[src/rtl/mis_split_unit.sv]
module mis_split_unit #(
  parameter int AW         = 32,
  parameter int LINE_BYTES = 64,
  parameter int PAGE_BYTES = 4096
) (
  input  logic          clk,
  input  logic          rst_n,
  input  logic          req_valid,
  input  logic [AW-1:0] req_addr,
  input  logic [2:0]    req_size,
  input  logic          req_write,
  input  logic          req_align,
  input  logic [127:0]  req_wdata,
  output logic          busy,
  output logic          mem_valid,
  output logic [AW-1:0] mem_addr,
  output logic          mem_write,
  output logic [7:0]    mem_mask,
  output logic [63:0]   mem_wdata,
  output logic [1:0]    mem_tag,
  input  logic          mem_rvalid,
  input  logic [63:0]   mem_rdata,
  input  logic          mem_rerr,
  output logic          resp_valid,
  output logic          resp_fault,
  output logic          resp_line_x,
  output logic          resp_page_x,
  output logic [127:0]  resp_rdata
);
  localparam int LINE_SH = $clog2(LINE_BYTES);
  localparam int PAGE_SH = $clog2(PAGE_BYTES);

  typedef enum logic [1:0] {S_IDLE, S_ISSUE, S_WAIT, S_RESP} st_t;
  st_t st;

  logic [AW-1:0]  a_addr;
  logic [4:0]     a_n;
  logic           a_wr, fault, line_x, page_x;
  logic [1:0]     a_last, beat;
  logic [23:0]    lanes;
  logic [191:0]   wbuf, rbuf;

  logic [4:0]     n_req, span_req;
  logic [AW-1:0]  last_req;
  logic           mis_req, take;

  assign n_req    = (req_size >= 3'd4) ? 5'd16 : (5'd1 << req_size);
  assign span_req = {2'b00, req_addr[2:0]} + n_req - 5'd1;
  assign last_req = req_addr + AW'(n_req) - AW'(1);
  assign mis_req  = (req_addr[3:0] & (n_req[3:0] - 4'd1)) != 4'd0;
  assign take     = (st == S_IDLE) && req_valid;

  always_ff @(posedge clk or negedge rst_n) begin
    if (!rst_n) begin
      st <= S_IDLE;  a_addr <= '0; a_n <= '0; a_wr <= 1'b0; fault <= 1'b0;
      line_x <= 1'b0; page_x <= 1'b0; a_last <= '0; beat <= '0;
      lanes <= '0; wbuf <= '0; rbuf <= '0;
    end else begin
      case (st)
        S_IDLE: if (req_valid) begin
          a_addr <= req_addr;
          a_n    <= n_req;
          a_wr   <= req_write;
          a_last <= 2'(span_req >> 3);
          lanes  <= ((24'd1 << n_req) - 24'd1) << req_addr[2:0];
          wbuf   <= {64'd0, req_wdata} << {req_addr[2:0], 3'b000};
          rbuf   <= '0;
          beat   <= '0;
          line_x <= (req_addr >> LINE_SH) != (last_req >> LINE_SH);
          page_x <= (req_addr >> PAGE_SH) != (last_req >> PAGE_SH);
          fault  <= req_align && mis_req;
          st     <= (req_align && mis_req) ? S_RESP : S_ISSUE;
        end
        S_ISSUE: st <= S_WAIT;
        S_WAIT: if (mem_rvalid) begin
          rbuf[{beat, 6'b000000} +: 64] <= mem_rdata;
          if (mem_rerr) begin
            fault <= 1'b1;
            st    <= S_RESP;
          end else if (beat == a_last) begin
            st <= S_RESP;
          end else begin
            beat <= beat + 2'd1;
            st   <= S_ISSUE;
          end
        end
        default: st <= S_IDLE;
      endcase
    end
  end

  assign busy      = (st != S_IDLE);
  assign mem_valid = (st == S_ISSUE);
  assign mem_addr  = {a_addr[AW-1:3], 3'b000} + AW'({beat, 3'b000});
  assign mem_write = a_wr;
  assign mem_mask  = lanes[{beat, 3'b000} +: 8];
  assign mem_wdata = wbuf[{beat, 6'b000000} +: 64];
  assign mem_tag   = beat;

  logic [127:0] rsh, keep;
  logic [15:0]  kb;
  assign rsh = 128'(rbuf >> {a_addr[2:0], 3'b000});
  assign kb  = a_n[4] ? 16'hFFFF : ((16'd1 << a_n) - 16'd1);
  for (genvar i = 0; i < 16; i++) begin : g_keep
    assign keep[i*8 +: 8] = {8{kb[i]}};
  end

  assign resp_valid  = (st == S_RESP);
  assign resp_fault  = resp_valid && fault;
  assign resp_line_x = line_x;
  assign resp_page_x = page_x;
  assign resp_rdata  = (resp_valid && !fault && !a_wr) ? (rsh & keep) : '0;

  AST_FAULT_NO_ACCESS: assert property (@(posedge clk) disable iff (!rst_n)
    take && req_align && mis_req |=> resp_valid && resp_fault && !mem_valid);
  AST_ABORT_ON_ERR: assert property (@(posedge clk) disable iff (!rst_n)
    (st == S_WAIT) && mem_rvalid && mem_rerr |=> resp_fault && !mem_valid);
  AST_SINGLE_MASK: assert property (@(posedge clk) disable iff (!rst_n)
    mem_valid && (a_last == 2'd0) |-> $countones(mem_mask) == int'(a_n));
  AST_FIRST_TO_TOP: assert property (@(posedge clk) disable iff (!rst_n)
    mem_valid && (mem_tag == 2'd0) && (a_last != 2'd0) |-> mem_mask[7]);
  AST_LATER_FROM_ZERO: assert property (@(posedge clk) disable iff (!rst_n)
    mem_valid && (mem_tag != 2'd0) |-> mem_mask[0]);
  AST_IGNORE_BUSY: assert property (@(posedge clk) disable iff (!rst_n)
    busy && req_valid |=> $stable(a_addr));
  AST_ALIGNED16_NO_LINE: assert property (@(posedge clk) disable iff (!rst_n)
    take && (n_req == 5'd16) && (req_addr[3:0] == 4'd0) |=> !resp_line_x);
  AST_RESP_PULSE: assert property (@(posedge clk) disable iff (!rst_n)
    resp_valid |=> !resp_valid);
endmodule

[config.mk]
export PLATFORM = sky130hd
export DESIGN_NAME = mis_split_unit
export DESIGN_NICKNAME = d
export VERILOG_FILES = /design/src/rtl/mis_split_unit.sv
export SDC_FILE = /design/constraint.sdc
export NUM_CORES = 1
export LEC_CHECK = 0
export ABC_CLOCK_PERIOD_IN_PS = 3650
export BUFFER_PORTS_ARGS = -buffer_cell sky130_fd_sc_hd__buf_4
export CAP_MARGIN = 0
export CORE_ASPECT_RATIO = 1.5
export CORE_UTILIZATION = 35
export DETAILED_ROUTE_END_ITERATION = 8
export PLACE_DENSITY_LB_ADDON = 0.2
export SLEW_MARGIN = 20
export SYNTH_ARGS = -nofsm -noshare
export SYNTH_HDL_FRONTEND = slang
export SYNTH_SLANG_ARGS = --single-unit
[constraint.sdc]
create_clock -name clk -period 3.65 [get_ports clk]
set_clock_uncertainty 0.1 [all_clocks]
set_input_delay 0.1825 -clock clk [delete_from_list [all_inputs] [get_ports clk]]
set_output_delay 0.1825 -clock clk [all_outputs]
set_load 0.1 [all_outputs]
# Word level (Yosys, flattened, before mapping)
# Cells that the tools add are included.
[totals]
ff_bits = 455
in_bits = 234
output_inout_bits = 241
elab_cells = 83
[op_classes]
addsub = 10
n_lt_le_gt_ge = 1
eq_ne = 11
shift = 10
muxes = 22
bitwise_logic = 2
reduce_logical = 15
[ops]
columns = ["cell", "n"]
rows = [
  ["two-way mux 192 bit", 2],
  ["case mux 192 bit (2 select lines)", 1],
  ["bitwise mux 192 bit", 1],
  ["variable shift 64 x 10 -> 192 bit, first input constant", 1],
  ["indexed part select 192 x 9 -> 64 bit", 1],
  ["indexed part select 64 x 10 -> 192 bit", 1],
  ["left shift 128 x 6 -> 192 bit", 1],
  ["right shift 192 x 6 -> 128 bit", 1],
  ["AND 128 bit", 1],
  ["two-way mux 128 bit", 1],
  ["adder 32 x 5 -> 32 bit", 2],
  ["subtractor 32 x 1 -> 32 bit, second input constant", 1],
  ["inequality test 26 bit", 1],
  ["indexed part select 24 x 6 -> 8 bit", 1],
  ["left shift 1 x 5 -> 24 bit, first input constant", 1],
  ["left shift 24 x 3 -> 24 bit", 1],
  ["subtractor 24 x 1 -> 24 bit, second input constant", 1],
  ["inequality test 20 bit", 1],
  ["two-way mux 2 bit", 9],
  ["two-way mux 16 bit", 1],
  ["left shift 1 x 5 -> 16 bit, first input constant", 1],
  ["subtractor 16 x 1 -> 16 bit, second input constant", 1],
  ["inequality test 2 bit, second input constant", 5],
  ["negation 8 -> 10 bit", 1],
  ["24 further kinds", 33],
]

# Logic depth before layout (Yosys ltp)
# Gate-level depths: netlist (run 1).
[depth]
word_depth = 9
ltp_mapped = 15
depth_no_buf = 14

# Least setup slack after synthesis (run 1)
# OpenSTA, ideal clock, no wires.
[synth_timing]
kind = "register -> output"
start = "register beat[1] (netlist: mem_tag[1])"
end = "output mem_addr[25]"
t_arrival_ns = 4.532
required_time_ns = 3.367
slack_ns = -1.164
stages_incl_launch_ff = 11
path_buffers = 1
cell_sequence = "dfrtp_1 -> clkbuf_1 -> inv_1 -> fa_1 -> nor2_1 -> nand3_1 -> nor2_1 -> and2_1 -> and3_1 -> nand4_1 -> xnor2_1"
[synth_between]
elab_chain_cells = 1
[synth_rtl]
columns = ["element", "line_no", "text"]
rows = [
  ["start, declared", "39", "logic [1:0] a_last, beat;"],
  ["start signal, assigned", "83", "beat <= beat + 2'd1;"],
  ["adder 32 x 5 -> 32 bit", "94", "assign mem_addr = {a_addr[AW-1:3], 3'b000} + AW'({beat, 3'b000});"],
  ["end, declared", "16", "output logic [AW-1:0] mem_addr,"],
]
# Every way passes these cells.

# Worst setup path in the final report (run 1)
[layout_timing]
start = "register beat[1] (netlist: mem_tag[1])"
end = "output mem_addr[30]"
# The elaborated chain is that of the path after synthesis.

==> results of run 1 <==
-- layer usage --
metal,vias to the layer above,global-route usage,share of wire
met4,2,0.1262,0.048
met5,-,0,0.00010
li1,12960,-,-
met2,1196,0.4768,0.49
met1,14100,0.3510,0.41
met3,231,0.03532,0.057
-- final cells by class --
type | instances | share of cell area
multi-input cells | 2471 | 0.4668
flip-flops and latches | 439 | 0.2766
repair buffers | 786 | 0.1694
clock buffers | 71 | 0.03722
well taps | 1130 | 0.03555
clock inverters | 19 | 0.007457
inverters | 66 | 0.006356
diodes | 8 | 0.0005034
-- per-stage QoR --
step,power [mW],cell area [µm²]
finish,31.52,39770
global placement,25.62,35650
global route,32.99,39760
detailed placement,25.73,35650
floorplan,20.70,30600
CTS,31.59,39610
-- what timing repair did --
action                                  in CTS  in global routing
hold endpoints to repair                   460                  0
endpoints found under the setup margin      41                 18
pin swaps                                    3                 10
hold buffers                               203                  0
buffers inserted                             6                  4
gates resized for setup                     26                 20
-- worst max path at each step --
stage,depth (start not counted),endpoint,from
2_1_floorplan,5,resp_rdata[104],st[1]$_DFFE_PN0P_
3_3_place_gp,15,resp_line_x$_DFFE_PN0P_,req_size[2]
3_5_place_dp,14,resp_line_x$_DFFE_PN0P_,req_size[2]
4_1_cts,13,mem_addr[31],mem_tag[0]$_DFFE_PN0P_
5_1_grt,13,mem_addr[31],mem_tag[0]$_DFFE_PN0P_
6_report,11,mem_addr[30],mem_tag[1]$_DFFE_PN0P_
-- sequential cells by signal, indices dropped and copies added, names as in the netlist --
signal / cells
resp_line_x: 1
st: 2
a_n: 5
mem_write: 1
rbuf: 184
a_last: 2
resp_page_x: 1
wbuf: 184
mem_tag: 2
lanes: 24
a_addr: 32
fault: 1
-- cell usage in the layout, fill, tap and decap left out, types with 23 or more instances in the layout --
cell,Yosys,routed
sky130_fd_sc_hd__nand3_1,29,28
sky130_fd_sc_hd__mux4_2,122,122
sky130_fd_sc_hd__mux2i_1,391,391
sky130_fd_sc_hd__nor2_2,0,31
sky130_fd_sc_hd__o21a_1,23,23
sky130_fd_sc_hd__nand4_1,24,24
sky130_fd_sc_hd__a211oi_1,47,47
sky130_fd_sc_hd__dfrtp_1,439,435
sky130_fd_sc_hd__o21ai_0,229,167
sky130_fd_sc_hd__buf_12,0,24
sky130_fd_sc_hd__nor2b_1,59,58
sky130_fd_sc_hd__nand2_1,459,455
sky130_fd_sc_hd__nand2b_1,23,23
sky130_fd_sc_hd__a22o_1,217,217
sky130_fd_sc_hd__xnor2_1,42,30
sky130_fd_sc_hd__inv_1,64,63
sky130_fd_sc_hd__nor2_1,299,261
sky130_fd_sc_hd__a21oi_1,146,141
sky130_fd_sc_hd__o21ai_1,12,70
sky130_fd_sc_hd__dlygate4sd3_1,0,203
sky130_fd_sc_hd__clkbuf_16,0,50
sky130_fd_sc_hd__ha_1,41,40
sky130_fd_sc_hd__buf_4,5,554
sky130_fd_sc_hd__a31oi_1,56,56
-- cell families (layout without fill, tap and decap cells) --
family	count (synthesis)	after routing	share of synthesized area
buffers and inverters	327	942	0.04188
AO/OA/AOI/OAI	861	861	0.1937
XOR/XNOR	66	66	0.01908
AND/OR/NAND/NOR	963	963	0.1365
multiplexers	536	536	0.2285
other	1	11	0.0001238
adder cells (fa/ha/maj)	42	42	0.01760
flip-flops	439	439	0.3627
-- worst max-delay path: stages, from the launching register on --
cell	delay, ns
sky130_fd_sc_hd__dfrtp_4	0.50
sky130_fd_sc_hd__ha_1	0.30
sky130_fd_sc_hd__a21oi_2	0.10
sky130_fd_sc_hd__nor3b_2	0.25
sky130_fd_sc_hd__and2_4	0.20
sky130_fd_sc_hd__nor2b_4	0.15
sky130_fd_sc_hd__nand2_2	0.08
sky130_fd_sc_hd__nor2_4	0.13
sky130_fd_sc_hd__and4_4	0.25
sky130_fd_sc_hd__nand4_1	0.14
sky130_fd_sc_hd__xnor2_2	0.23
sky130_fd_sc_hd__buf_6	0.25
-- power groups by stage --
stage | clock network (mW) | registers [mW] | logic [mW]
final | 5.49 | 7.89 | 18.1
after CTS | 5.59 | 7.85 | 18.1
after detailed placement | 0 | 7.93 | 17.8
after global placement | 0 | 7.88 | 17.7
after floorplan | 0 | 7.45 | 13.3
after global routing | 5.77 | 8.10 | 19.1
==> PnR_summary.wiki, run 1 <==
{| class="wikitable"
! Metric !! Value
|-
| Outcome || finished clean
|-
| Root cell of the clock tree || sky130_fd_sc_hd__clkbuf_16
|-
| Hold path depth || 4
|-
| Number of ports placed on the die boundary || 475
|-
| Post-synth top area cell || sky130_fd_sc_hd__dfrtp_1
|-
| Post-synth top flop || sky130_fd_sc_hd__dfrtp_1
|-
| HP Class || in2reg
|-
| Std-Cell Rows || 131
|-
| Number of nets in the layout || 4090
|-
| Vias per std cell || 5.709
|-
| Max Cap Viol || 0
|-
| Via count of the first global-routing pass || 28500
|-
| Data required time of the critical path || 3.37 ns
|-
| Critical path arrival || 3.24 ns
|-
| Avg Cell Area, Syn || 9.364 µm²
|-
| Die span in y || 362.3 µm
|-
| Tightest slew margin relative to the limit || 0.2911
|-
| Min Clock Period, post-route || 3.522 ns
|-
| Commonest cells post-synth || 459 x sky130_fd_sc_hd__nand2_1, 439 x sky130_fd_sc_hd__dfrtp_1, 391 x sky130_fd_sc_hd__mux2i_1, 299 x sky130_fd_sc_hd__nor2_1, 229 x sky130_fd_sc_hd__o21ai_0
|-
| Number of buffers on the longest clock path || 3
|-
| Worst setup slack before clock tree synthesis || 0.06805 ns
|-
| All-layer global routing usage || 0.2791
|-
| Setup slack after layout || 0.1280 ns
|-
| Antenna Violating Nets Remaining || 0
|-
| Min-Delay Startpoint || req_wdata[21]
|-
| Final wirelength || 124200 µm
|-
| Number of distinct library cell variants in the gate-level netlist after synthesis || 84
|-
| Combinational share of power || 0.576
|-
| Part of the power in registers || 0.250
|-
| Top cells by area in the synthesized netlist || sky130_fd_sc_hd__dfrtp_1 36%, sky130_fd_sc_hd__mux2i_1 13%, sky130_fd_sc_hd__mux4_2 9.1%
|-
| Synthesis warning total || 0
|-
| Switch Pwr || 16.35 mW
|-
| Area Growth Syn to Fin || 31.28%
|-
| Worst Hold Endpoint || wbuf[21]$_DFFE_PN0P_
|-
| First DRT Iteration DRCs || 2202
|-
| Share of layout cells above drive strength 1 || 0.2412
|-
| Clock tree from TritonCTS || yes
|-
| First-pass GRT wire length || 186200 µm
|-
| Count of buffers from port buffering || 471
|-
| Launch point of the worst reg-to-reg path || st[1]$_DFFE_PN0P_
|-
| Switching share of power || 0.5186
|-
| Maximum clock frequency || 283.9 MHz
|-
| CP startpoint kind || flip-flop
|-
| # clock sinks || 439
|-
| Clock Pin Slew Worst Setup and Hold Paths || 0.06 ns
|-
| Worst flop-to-flop path endpoint || wbuf[144]$_DFFE_PN0P_
|-
| Transition time at the pin with the least slew margin || 1.063 ns
|-
| Power share of the clock group || 0.174
|-
| Total half-perimeter wirelength after legalization and detailed placement || 91280 µm
|-
| Setup Crit Path Kind || reg2out
|-
| CP endpoint kind || output pin
|-
| Max-slew violation count || 0
|-
| Total congestion overflow || 0
|-
| # placed instances || 4679
|-
| Worst r2r path cells || 9
|-
| Power density cells || 792.7 nW/µm²
|-
| Count of endpoints failing hold in the final timing report || 0
|-
| Initial Utilization || 0.3547
|-
| Count of flip-flops with a built-in enable after synthesis || 0
|-
| Synth Register Bits || 439
|-
| Internal cell power || 15.17 mW
|-
| Filler cells || 8212
|-
| Maximum fanout encountered on the critical timing path || 5
|-
| Core region area || 85400 µm²
|-
| Final cell utilization of the core || 0.4657
|-
| Largest net degree at the start of global routing || 144
|-
| Residual DRC || 0
|-
| Leakage component of the power || 17.66 nW
|-
| Layout Cells excl Fill || 4990
|-
| DIE WIDTH || 242.2 µm
|-
| GP Congestion || 0.9199
|-
| Period Utilization, post-route || 0.9649
|-
| Final hold slack || 0.03601 ns
|-
| Clock latency at the later pin of the worst-skew pair || 0.63 ns
|-
| Most frequent cell after synthesis || sky130_fd_sc_hd__nand2_1
|-
| Number of endpoints failing setup at the final stage || 0
|-
| Total negative setup slack || 0 ns
|-
| Total area of multi-input combinational cells || 18560 µm²
|-
| IR drop worst, VDD || 1.102 mV
|-
| Fraction of synthesis flops using an asynchronous set or reset pin || 1.000
|-
| Average detailed-routed wire length per instance || 24.89 µm
|-
| Drt first pass iters || 5
|-
| Share of Yosys cell area claimed by the top area cell type || 0.3627
|-
| Number of levels the H-tree was split into || 2
|-
| Initial antenna violation count || 12
|-
| Synthesized instance count || 3235
|-
| RSZ-0062 raised after global routing || no
|-
| Worst setup slack for register-to-register paths || 0.63 ns
|-
| Register area || 11000 µm²
|-
| Die Footprint || 87750 µm²
|-
| Number of buffers created by CTS || 50
|-
| Total via count after detailed routing || 28490
|-
| Register area share after synthesis || 0.3627
|-
| Area of the mapped netlist || 30290 µm²
|}
Note: power is estimated with default switching activity, not from simulation.
==> run 2, diff against run 1 <==
Settings changed: ABC_CLOCK_PERIOD_IN_PS 3650 to 2900, RECOVER_POWER set to 100.
Clock period 3.65 ns to 2.9 ns, I/O delays scaled along.
==> PnR_summary.wiki, run 2 (same netlist as run 1, synthesis figures left out) <==
{| class="wikitable"
! Metric !! Value
|-
| Outcome || finished with violations
|-
| Failing checks || max-capacitance violations, max-slew violations, negative setup slack
|-
| Maximum clock frequency || 292.5 MHz
|-
| Root cell of the clock tree || sky130_fd_sc_hd__clkbuf_16
|-
| Via count of the first global-routing pass || 29950
|-
| Total area of multi-input combinational cells || 20510 µm²
|-
| First DRT Iteration DRCs || 2277
|-
| DIE WIDTH || 242.2 µm
|-
| Initial Utilization || 0.3547
|-
| GP Congestion || 0.9501
|-
| Filler cells || 7679
|-
| Total via count after detailed routing || 30060
|-
| Number of endpoints failing setup at the final stage || 257
|-
| Total half-perimeter wirelength after legalization and detailed placement || 95190 µm
|-
| Setup slack after layout || -0.5191 ns
|-
| HP Class || in2reg
|-
| Min Clock Period, post-route || 3.419 ns
|-
| Commonest cells after routing, fill and taps aside || 559 x sky130_fd_sc_hd__buf_4, 449 x sky130_fd_sc_hd__nand2_1, 434 x sky130_fd_sc_hd__dfrtp_1
|-
| Vias per std cell || 5.728
|-
| Power density cells || 960.7 nW/µm²
|-
| Number of buffers created by CTS || 49
|-
| Die Footprint || 87750 µm²
|-
| # clock sinks || 439
|-
| Register area || 11000 µm²
|-
| Die span in y || 362.3 µm
|-
| Min-Delay Startpoint || req_wdata[73]
|-
| Post-route total power || 43.26 mW
|-
| Number of ports placed on the die boundary || 475
|-
| All-layer global routing usage || 0.2914
|-
| Area Growth Syn to Fin || 48.67%
|-
| Std-Cell Rows || 131
|-
| Core region area || 85400 µm²
|-
| Met2 track demand over resource in global routing || 0.4998
|-
| Count of buffers from port buffering || 471
|-
| Clock latency at the later pin of the worst-skew pair || 0.62 ns
|-
| Leading cell type in the layout, fill and taps excluded || sky130_fd_sc_hd__buf_4
|-
| CP startpoint kind || flip-flop
|-
| Startpoint of the worst setup timing path || mem_tag[1]$_DFFE_PN0P_
|-
| Clock tree from TritonCTS || yes
|-
| Share of layout cells above drive strength 1 || 0.3386
|-
| Final wirelength || 132000 µm
|-
| Average detailed-routed wire length per instance || 25.16 µm
|-
| CP endpoint kind || output pin
|-
| Tightest slew margin relative to the limit || -0.4267
|-
| Critical path arrival || 3.17 ns
|-
| Clock Pin Slew Worst Setup and Hold Paths || 0.07 ns
|-
| Drt first pass iters || 8
|-
| Maximum fanout encountered on the critical timing path || 4
|-
| Initial antenna violation count || 11
|-
| RSZ-0062 raised after global routing || yes
|-
| IR drop worst, VDD || 1.671 mV
|-
| Total congestion overflow || 0
|-
| Transition time at the pin with the least slew margin || 2.140 ns
|-
| Total negative setup slack || -26.96 ns
|-
| Data required time of the critical path || 2.65 ns
|-
| Max Cap Viol || 3
|-
| Number of buffers on the longest clock path || 3
|-
| Number of nets in the layout || 4347
|-
| Layout Cells excl Fill || 5248
|-
| Most heavily used metal layer in global routing || met2
|-
| Registers with the most flip-flops || rbuf: 184 flops, wbuf: 184 flops, a_addr: 32 flops
|-
| Leakage component of the power || 19.26 nW
|-
| Largest net degree at the start of global routing || 142
|-
| Setup Crit Path Kind || reg2out
|-
| # placed instances || 4840
|-
| Number of levels the H-tree was split into || 2
|-
| Final cell utilization of the core || 0.5273
|-
| Launch point of the worst reg-to-reg path || st[0]$_DFFE_PN0P_
|-
| Residual DRC || 0
|-
| Count of endpoints failing hold in the final timing report || 0
|-
| First-pass GRT wire length || 193600 µm
|-
| Final hold slack || 0.04316 ns
|-
| Period Utilization, post-route || 1.179
|-
| Fraction of met3 tracks used by global routing || 0.03769
|-
| Antenna Violating Nets Remaining || 0
|-
| Max-slew violation count || 165
|-
| Met1 capacity usage during global routing || 0.3565
|}
[run 2: routing by layer]
metal | wire length, µm | vias to the layer above
li1 | - | 13510
met1 | 51260 | 14870
met2 | 64640 | 1366
met3 | 8101 | 312
met4 | 8029 | 0
met5 | 0 | -
[run 2: layout make-up]
| type | instances | area share |
|---|---|---|
| flip-flops and latches | 439 | 0.2443 |
| repair buffers | 1044 | 0.2241 |
| diodes | 7 | 0.0003890 |
| well taps | 1130 | 0.03140 |
| clock inverters | 26 | 0.008057 |
| inverters | 66 | 0.005779 |
| clock buffers | 65 | 0.03056 |
| multi-input cells | 2471 | 0.4555 |
[run 2: path summary, 6_finish.rpt]
check                                         to  slack [ns]  cells past startpoint
setup / recovery                    mem_addr[30]       -0.52                     11
hold / removal              wbuf[89]$_DFFE_PN0P_        0.04                      5
setup reg to reg            wbuf[38]$_DFFE_PN0P_       -0.39                      9
hold reg to reg            wbuf[147]$_DFFE_PN0P_        0.37                      2
max in group asynchronous   wbuf[24]$_DFFE_PN0P_        0.32                      4
min in group asynchronous  rbuf[183]$_DFFE_PN0P_        0.43                      3
[run 2: repair_timing]
| item | 4_1_cts | 5_1_grt |
|---|---|---|
| setup buffers | 29 | 11 |
| cloned | 1 | 5 |
| hold buffers | 267 | 1 |
| resized for setup | 260 | 194 |
| pin swaps | 32 | 62 |
| endpoints found under the setup margin | 233 | 371 |
| hold endpoints to repair | 732 | 1 |
[run 2: metrics by stage]
step           worst slack, ns  area (µm²)
3_3_place_gp           -0.4426       38420
6_report               -0.5191       45030
2_1_floorplan          -0.5928       31990
3_5_place_dp           -0.5004       38420
4_1_cts                -0.5753       44200
5_1_grt                -0.6351       45030
[run 2: where the power goes]
group,internal [mW],total (mW),switching [mW],leakage (nW)
registers,8.14,9.90,1.76,5.70
logic,9.02,26.6,17.5,12.7
clock network,3.84,6.81,2.97,0.827
total,21.0,43.3,22.3,19.3
[run 2: worst max-delay path: stages, from the launching register on]
cell                      delay [ns]
sky130_fd_sc_hd__dfrtp_4        0.51
sky130_fd_sc_hd__ha_4           0.28
sky130_fd_sc_hd__a21oi_4        0.05
sky130_fd_sc_hd__nor3b_2        0.21
sky130_fd_sc_hd__and2_4         0.20
sky130_fd_sc_hd__nor2b_4        0.20
sky130_fd_sc_hd__nand2_4        0.08
sky130_fd_sc_hd__nor2_4         0.13
sky130_fd_sc_hd__and4_4         0.24
sky130_fd_sc_hd__nand4_1        0.21
sky130_fd_sc_hd__xnor2_4        0.23
sky130_fd_sc_hd__buf_12         0.19
